<file path="config.mk">
export PLATFORM = sky130hd
export DESIGN_NAME = cck_chip_encoder
export DESIGN_NICKNAME = d
export VERILOG_FILES = /design/src/rtl/cck_pkg.sv /design/src/rtl/cck_phase_map.sv /design/src/rtl/cck_chip_serializer.sv /design/src/rtl/cck_quad_to_iq.sv /design/src/rtl/cck_chip_encoder.sv
export SDC_FILE = /design/constraint.sdc
export NUM_CORES = 1
export LEC_CHECK = 0
export CAP_MARGIN = 20
export CORE_MARGIN = 2
export CORE_UTILIZATION = 60
export CTS_BUF_LIST = sky130_fd_sc_hd__clkbuf_4
export DETAILED_ROUTE_END_ITERATION = 10
export GPL_ROUTABILITY_DRIVEN = 0
export PLACE_DENSITY = 0.87
export SYNTH_ARGS = -nofsm -noshare
export SYNTH_HDL_FRONTEND = slang
export SYNTH_SLANG_ARGS = --single-unit
</file>
<file path="constraint.sdc">
create_clock -name clk -period 5.6 [get_ports clk]
set_input_delay 1.4 -clock clk [delete_from_list [all_inputs] [get_ports clk]]
set_output_delay 1.4 -clock clk [all_outputs]
set_load 0.01 [all_outputs]
</file>
<file path="src/rtl/cck_pkg.sv">
package cck_pkg;
   typedef logic [1:0] quad_t;

   localparam int unsigned CHIPS_PER_SYM = 8;
   localparam int unsigned SYM_BITS_MAX  = 8;

   // DQPSK phase step for the first dibit, code {first, second}
   function automatic quad_t dqpsk_step(input logic first, input logic second);
      case ({first, second})
         2'b00:   return 2'd0;
         2'b01:   return 2'd1;
         2'b11:   return 2'd2;
         default: return 2'd3;
      endcase
   endfunction
endpackage

</file>
<file path="src/rtl/cck_phase_map.sv">
module cck_phase_map
   import cck_pkg::*;
#(
   parameter int unsigned CHIPS = CHIPS_PER_SYM,
   parameter int unsigned NBITS = SYM_BITS_MAX
) (
   input  logic [NBITS-1:0]         bits,
   input  logic                     rate_hi,
   input  quad_t                    ref_ph1,
   output quad_t                    new_ph1,
   output logic [CHIPS-1:0][1:0]    chip_quad
);
   generate
      if (CHIPS != 8) begin : g_bad_chips
         $error("cck_phase_map: CHIPS must be 8");
      end
      if (NBITS != 8) begin : g_bad_bits
         $error("cck_phase_map: NBITS must be 8");
      end
   endgenerate

   quad_t ph2, ph3, ph4;

   assign new_ph1 = ref_ph1 + dqpsk_step(bits[0], bits[1]);

   always_comb begin
      if (rate_hi) begin
         ph2 = {bits[2], bits[3]};
         ph3 = {bits[4], bits[5]};
         ph4 = {bits[6], bits[7]};
      end else begin
         ph2 = {bits[2], 1'b1};
         ph3 = 2'd0;
         ph4 = {bits[3], 1'b0};
      end
   end

   // chip k takes phi2 when k bit0 is 0, phi3 when bit1 is 0, phi4 when bit2 is 0,
   // and an extra half turn for k = 3 and k = 6
   generate
      for (genvar k = 0; k < CHIPS; k++) begin : g_chip
         localparam bit USE2 = ((k % 2) == 0);
         localparam bit USE3 = (((k / 2) % 2) == 0);
         localparam bit USE4 = (((k / 4) % 2) == 0);
         localparam bit FLIP = (k == 3) || (k == 6);
         quad_t t2, t3, t4, tf;
         assign t2 = USE2 ? ph2 : 2'd0;
         assign t3 = USE3 ? ph3 : 2'd0;
         assign t4 = USE4 ? ph4 : 2'd0;
         assign tf = FLIP ? 2'd2 : 2'd0;
         assign chip_quad[k] = new_ph1 + t2 + t3 + t4 + tf;
      end
   endgenerate
endmodule

</file>
<file path="src/rtl/cck_chip_serializer.sv">
module cck_chip_serializer
   import cck_pkg::*;
#(
   parameter int unsigned CHIPS = CHIPS_PER_SYM
) (
   input  logic                  clk,
   input  logic                  rst_n,
   input  logic                  load,
   input  logic [CHIPS-1:0][1:0] chips_in,
   input  quad_t                 ref_ph1,
   output quad_t                 cur_quad,
   output logic                  active,
   output logic                  last
);
   localparam int unsigned CW = (CHIPS > 1) ? $clog2(CHIPS) : 1;
   localparam logic [CW-1:0] LAST_IDX = CW'(CHIPS - 1);

   generate
      if (CHIPS < 2) begin : g_bad
         $error("cck_chip_serializer: CHIPS must be at least 2");
      end
   endgenerate

   logic [CHIPS-1:0][1:0] vec;
   logic [CW-1:0]         cnt;

   always_ff @(posedge clk or negedge rst_n) begin
      if (!rst_n) begin
         vec    <= '0;
         cnt    <= '0;
         active <= 1'b0;
      end else if (load) begin
         vec    <= chips_in;
         cnt    <= '0;
         active <= 1'b1;
      end else if (active) begin
         if (cnt == LAST_IDX) begin
            active <= 1'b0;
            cnt    <= '0;
         end else begin
            cnt <= CW'(cnt + 1'b1);
         end
      end
   end

   assign last     = active && (cnt == LAST_IDX);
   assign cur_quad = vec[cnt];

   AST_COUNT_STEP: assert property (@(posedge clk) disable iff (!rst_n)
      (active && !last && !load) |=> (active && cnt == CW'($past(cnt) + 1'b1)))
      else $error("chip index did not advance");

   AST_LAST_IS_REF: assert property (@(posedge clk) disable iff (!rst_n)
      last |-> (cur_quad == ref_ph1))
      else $error("chip 7 differs from phi1");
endmodule

</file>
<file path="src/rtl/cck_quad_to_iq.sv">
module cck_quad_to_iq
   import cck_pkg::*;
#(
   parameter int unsigned IQ_W = 2,
   parameter int unsigned AMP  = 1
) (
   input  logic                   clk,
   input  logic                   rst_n,
   input  logic                   en,
   input  quad_t                  quad,
   output logic signed [IQ_W-1:0] out_i,
   output logic signed [IQ_W-1:0] out_q
);
   generate
      if (IQ_W < 2) begin : g_bad_w
         $error("cck_quad_to_iq: IQ_W must be at least 2");
      end
      if (AMP < 1 || AMP >= (1 << (IQ_W - 1))) begin : g_bad_amp
         $error("cck_quad_to_iq: AMP out of range for IQ_W");
      end
   endgenerate

   localparam logic signed [IQ_W-1:0] POS = IQ_W'(AMP);
   localparam logic signed [IQ_W-1:0] NEG = -POS;

   always_comb begin
      out_i = '0;
      out_q = '0;
      if (en) begin
         case (quad)
            2'd0:    out_i = POS;
            2'd1:    out_q = POS;
            2'd2:    out_i = NEG;
            default: out_q = NEG;
         endcase
      end
   end

   AST_IDLE_ZERO: assert property (@(posedge clk) disable iff (!rst_n)
      !en |-> (out_i == '0 && out_q == '0))
      else $error("chip output not zero while idle");

   AST_ON_AXIS: assert property (@(posedge clk) disable iff (!rst_n)
      en |-> ((out_i != '0) != (out_q != '0)))
      else $error("chip not on a single axis");
endmodule

</file>
<file path="src/rtl/cck_chip_encoder.sv">
module cck_chip_encoder
   import cck_pkg::*;
#(
   parameter int unsigned IQ_W = 2,
   parameter int unsigned AMP  = 1
) (
   input  logic                   clk,
   input  logic                   rst_n,
   input  logic [7:0]             in_bits,
   input  logic                   in_valid,
   output logic                   in_ready,
   input  logic                   rate_hi,
   output logic                   chip_valid,
   output logic signed [IQ_W-1:0] chip_i,
   output logic signed [IQ_W-1:0] chip_q
);
   localparam int unsigned CHIPS = CHIPS_PER_SYM;
   localparam int unsigned NBITS = SYM_BITS_MAX;

   quad_t                 ref_ph1, next_ph1, cur_quad;
   logic [CHIPS-1:0][1:0] chip_quad;
   logic                  active, last, accept;

   assign in_ready = !active || last;
   assign accept   = in_valid && in_ready;

   always_ff @(posedge clk or negedge rst_n) begin
      if (!rst_n)      ref_ph1 <= 2'd0;
      else if (accept) ref_ph1 <= next_ph1;
   end

   cck_phase_map #(.CHIPS(CHIPS), .NBITS(NBITS)) u_map (
      .bits      (in_bits),
      .rate_hi   (rate_hi),
      .ref_ph1   (ref_ph1),
      .new_ph1   (next_ph1),
      .chip_quad (chip_quad)
   );

   cck_chip_serializer #(.CHIPS(CHIPS)) u_ser (
      .clk      (clk),
      .rst_n    (rst_n),
      .load     (accept),
      .chips_in (chip_quad),
      .ref_ph1  (ref_ph1),
      .cur_quad (cur_quad),
      .active   (active),
      .last     (last)
   );

   assign chip_valid = active;

   cck_quad_to_iq #(.IQ_W(IQ_W), .AMP(AMP)) u_iq (
      .clk   (clk),
      .rst_n (rst_n),
      .en    (active),
      .quad  (cur_quad),
      .out_i (chip_i),
      .out_q (chip_q)
   );

   AST_READY_MIDSYM: assert property (@(posedge clk) disable iff (!rst_n)
      (active && !last) |-> !in_ready)
      else $error("ready raised mid-symbol");

   AST_ACCEPT_STARTS: assert property (@(posedge clk) disable iff (!rst_n)
      accept |=> (chip_valid && !in_ready))
      else $error("accepted symbol did not start");

   AST_REF_HOLDS: assert property (@(posedge clk) disable iff (!rst_n)
      !accept |=> $stable(ref_ph1))
      else $error("phi1 reference moved without a symbol");
endmodule

</file>
Word level (Yosys, flattened, before mapping)
Index checks and enable logic that the tools add are counted.
{"block": "word_totals", "reg_bits": 20}
{"block": "classes", "n_addsub": 11, "magnitude_cmp": 1, "eq_ne": 5, "n_mux": 16, "n_reduce_logical": 8}
{"cell": "$add A2 B2 Y2", "n": 8}
{"cell": "$mux W2", "n": 5}
{"cell": "$mux W3", "n": 3}
{"cell": "$pmux W2 S2", "n": 2}
{"cell": "$bmux W2 S3", "n": 1}
{"cell": "$pmux W2 S3", "n": 1}
{"cell": "$add A2 B2 Y2 const B", "n": 2}
{"cell": "$eq A2 B1 Y1 const B", "n": 2}
{"cell": "$eq A2 B2 Y1 const B", "n": 2}
{"cell": "$logic_not A2 Y1", "n": 2}
{"cell": "$lt A3 B4 Y1 const B", "n": 1}
{"cell": "$mux W1", "n": 4}
{"cell": "$add A3 B1 Y3 const B", "n": 1}
{"cell": "$eq A3 B3 Y1 const B", "n": 1}
{"cell": "$logic_and A1 B1 Y1", "n": 2}
{"cell": "$reduce_bool A2 Y1", "n": 1}
{"cell": "$reduce_or A2 Y1", "n": 1}
{"cell": "$logic_not A1 Y1", "n": 1}
{"cell": "$logic_or A1 B1 Y1", "n": 1}

Longest topological paths before layout
{"block": "depth", "word_depth": 6, "mapped_depth": 7, "mapped_depth_nobuf": 7}

Cells and area by module
From an unflattened synthesis, not the netlist that was laid out.
{"block": "unflattened", "hier_cells": 103, "area_unflattened_um2": 1433.9}
{"mod": "cck_chip_serializer", "n_inst": 1, "cells_each": 57, "area_per_inst_um2": 919.6, "seq_area_each_um2": 500.5}
{"mod": "cck_phase_map", "n_inst": 1, "cells_each": 35, "area_per_inst_um2": 371.6, "seq_area_each_um2": 0.0}
{"mod": "cck_chip_encoder", "n_inst": 1, "cells_each": 7, "area_per_inst_um2": 108.9, "seq_area_each_um2": 50.0}
{"mod": "cck_quad_to_iq", "n_inst": 1, "cells_each": 4, "area_per_inst_um2": 33.8, "seq_area_each_um2": 0.0}

Least setup slack after synthesis
OpenSTA, ideal clock, no wires.
{"block": "synth_path", "path_kind": "input-to-reg", "startpoint": "input port in_bits[0]", "endpoint": "register u_ser.vec[1] (netlist name)", "arrival_time_ps": 3266, "slack_ps": 2258, "path_stages": 7, "cell_sequence": "xor2_1 > ha_1 > ha_1 > xnor2_1 > xor3_1 > xor3_1 > o21ai_1"}
{"item": "from (decl)", "line_no": "cck_chip_encoder.sv:9", "text": "input logic [7:0] in_bits,"}
{"item": "to (signal assigned)", "line_no": "cck_chip_serializer.sv:33", "text": "vec <= chips_in;"}
{"item": "to (decl)", "line_no": "cck_chip_serializer.sv:24", "text": "logic [CHIPS-1:0][1:0] vec;"}

Worst setup path after layout
{"block": "layout_path", "startpoint": "register u_ser.cnt[0]", "endpoint": "output port chip_i[1]"}
{"block": "layout_between", "elab_chain_len": 5}
{"item": "from (decl)", "line_no": "cck_chip_serializer.sv:25", "text": "logic [CW-1:0] cnt;"}
{"item": "from (signal assigned)", "line_no": "cck_chip_serializer.sv:41", "text": "cnt <= CW'(cnt + 1'b1);"}
{"item": "$bmux W2 S3 (*)", "line_no": "cck_chip_serializer.sv:47", "text": "assign cur_quad = vec[cnt];"}
{"item": "$mux W2 (implied by the code) (*)", "line_no": "cck_chip_serializer.sv:47"}
{"item": "$eq A2 B2 Y1 / $logic_not A2 Y1 (equally long branches)", "line_no": "cck_quad_to_iq.sv:30", "text": "case (quad)"}
{"item": "$pmux W2 S2 (*)", "line_no": "cck_quad_to_iq.sv:30"}
{"item": "$mux W2 (*)", "line_no": "cck_quad_to_iq.sv:29", "text": "if (en) begin"}
{"item": "to (decl)", "line_no": "cck_chip_encoder.sv:14", "text": "output logic signed [IQ_W-1:0] chip_i,"}
Mark *: on every way between the ends. The rest lies on a longest branch, timed or not. The select of a mux whose other input is x is not followed.

==> results.json <==
{
  "status": "finished clean",
  "syn-num-nets": 124,
  "timing.final.crit_share": 0.706,
  "cts_tree": "done",
  "cp_num_buf_inv": 1,
  "die-area_um2": 2490,
  "p_per_area_nw_per_um2": 606,
  "cts.path.max_buffers": 2,
  "cap_violations": 0,
  "max_freq_mhz": 253,
  "clkLatencyLatePin_ns": 0.30,
  "grt_pass1_wl_mm": 3.92,
  "clock_skew_ns": 0.00139,
  "hold_viol": 0,
  "leakagePower_nw": 0.670,
  "ys_top_cells_by_area": "dfrtp_1, ha_1, mux2_2",
  "ys_ff_latch": 20,
  "critical_path.max_stage_delay_ns": 0.60,
  "vias_per_cell": 5.45,
  "drtIter0Drc": 10,
  "drc": 0,
  "antenna_left": 0,
  "synth_area_per_cell_um2": 12.4,
  "rsz0062_at_grt": "false",
  "worst_slack_ns": 1.65,
  "area_delta_synth_final_pct": 17.1,
  "fin_tns_setup_ns": 0,
  "worst_pin_slew_ns": 0.908,
  "cts.sinks": 20,
  "netlist-cell-type-count": 28,
  "fillCellCount": 128,
  "multi_input_area_um2": 742,
  "cts_resized": 0,
  "num_antenna_cells": 0,
  "die_h_um": 49.9,
  "synth_edf_count": 0,
  "postCtsHoldBufs": 0,
  "cts_root_buffer": "clkbuf_4",
  "finalSetupViolations": 0,
  "row_count": 16,
  "synthCells": 102,
  "antenna_found_initial": 0,
  "yosysTopAreaCellShare": 0.396,
  "die_x_um": 49.9,
  "critPathKind": "reg2out",
  "yosysWarnings": 0,
  "syn_area_um2": 1260,
  "preCtsSetupSlack_ns": 1.59,
  "async_reset_ff_frac": 1.00,
  "final_util": 0.747,
  "peakVddDrop_mv": 0.401,
  "critical_path.cell_chain": "mux4_2 > or3b_1 > a21boi_1 > clkdlybuf4s50_1",
  "clkTransAtPathRegs_ns": 0.11,
  "synth_top_flop_cell": "dfrtp_1",
  "yosys-top-cells-count": "dfrtp_1, nand2_1, ha_1",
  "synth_top_area_cell": "dfrtp_1",
  "hold_class": "reg2reg",
  "postCtsSetupRepairBufs": 0,
  "post-route-min-period_ns": 3.95,
  "grt.total_usage": 0.218,
  "io_pins": 18,
  "hpwl_mm": 1.85,
  "finalWirelength_mm": 2.28,
  "slew_viol_final": 0,
  "cp-start-kind": "flip-flop",
  "critPathMaxFanout": 7,
  "cts-htree-levels": 1,
  "yosysMostFrequentCell": "dfrtp_1",
  "numPortBuffers": 17,
  "start_util": 0.638,
  "grt_pass1_vias": 796,
  "core_area_um2": 1980,
  "drive_gt1_frac": 0.150,
  "grt_max_degree": 24,
  "path_delay_family": "multiplexers",
  "cts_buffers": 3,
  "wl_per_cell_um": 15.5,
  "register_area_um2": 500,
  "yosysSeqAreaShare": 0.396,
  "worstPathRequired_ns": 4.20,
  "maxSlewHeadroom": 0.392,
  "critical_path_arrival_ns": 2.55,
  "finalNetCount": 143,
  "endpoint_kind": "primary output",
  "dr.pass1.iters": 5,
  "slowest_stage": "mux4_2",
  "grt.overflow.total": 0,
  "dr_total_vias": 801
}
## tightest hold or removal path, stage by stage, from the launching register on
cell and delay, ns:
dfrtp_1 0.36, nand2_1 0.05, o21ai_1 0.07
## registers in the layout, indices dropped and copies added, names as in the netlist
signal	cells
u_ser.vec	16
u_ser.cnt	3
u_ser.active	1
## placed cells by master, fill, tap and decap left out, types with 3 or more instances in the layout
| master | instances |
|---|---|
| nand2b_1 | 3 |
| xor2_1 | 6 |
| mux4_2 | 4 |
| o21ai_1 | 8 |
| clkdlybuf4s50_1 | 17 |
| nand2_1 | 12 |
| xnor2_1 | 5 |
| mux2_2 | 8 |
| and2_1 | 4 |
| clkbuf_4 | 3 |
| ha_1 | 10 |
| dfrtp_1 | 20 |
## cells by family (layout without fill, tap and decap cells)
kind of cell,count (synthesis),after routing,synth area share
simple gates,25,25,0.0980
flops,20,20,0.396
xor+xnor,16,16,0.172
mux,14,14,0.161
compound gates,12,12,0.0564
fa+ha+maj,10,10,0.0990
buf+inv,5,23,0.0168
## layer usage
layer	share of wire	track usage
met1	0.44	0.286
met2	0.52	0.360
met3	0.026	0.0485
met4	0.011	0.0694
met5	0	0
## layout make-up
type,instances,share of cell area
multi-input cells,77,0.501
repair buffers,17,0.115
clock buffers,3,0.0152
flip-flops and latches,20,0.338
inverters,2,0.00507
well taps,27,0.0228
clock inverters,1,0.00254
## worst paths after layout
check                         startpoint            to  slack, ns  cells past startpoint
hold / removal              u_ser.vec[5]  u_ser.vec[5]       0.51                      2
setup reg to reg           u_ser.vec[14]  u_ser.vec[1]       3.25                      6
setup / recovery            u_ser.cnt[0]     chip_i[1]       1.65                      4
hold reg to reg             u_ser.vec[5]  u_ser.vec[5]       0.51                      2
max in group asynchronous          rst_n  u_ser.vec[3]       3.45                      1
min in group asynchronous          rst_n  u_ser.cnt[2]       1.60                      1
## report_power, final
group | switching (mW) | leakage [nW] | internal, mW
clock | 0.0437 | 0.0154 | 0.0260
combinational | 0.231 | 0.414 | 0.318
sequential | 0.0631 | 0.241 | 0.215
## per-stage QoR
step,cells,hold slack (ns),power (mW),area [µm²]
after global placement,143,0.465,0.807,1450
after global routing,147,0.529,0.969,1480
after floorplan,102,0.450,0.664,1260
after CTS,147,0.510,0.906,1480
final,147,0.507,0.897,1480
after detailed placement,143,0.484,0.836,1450
Power figures use the tool's default switching activity.
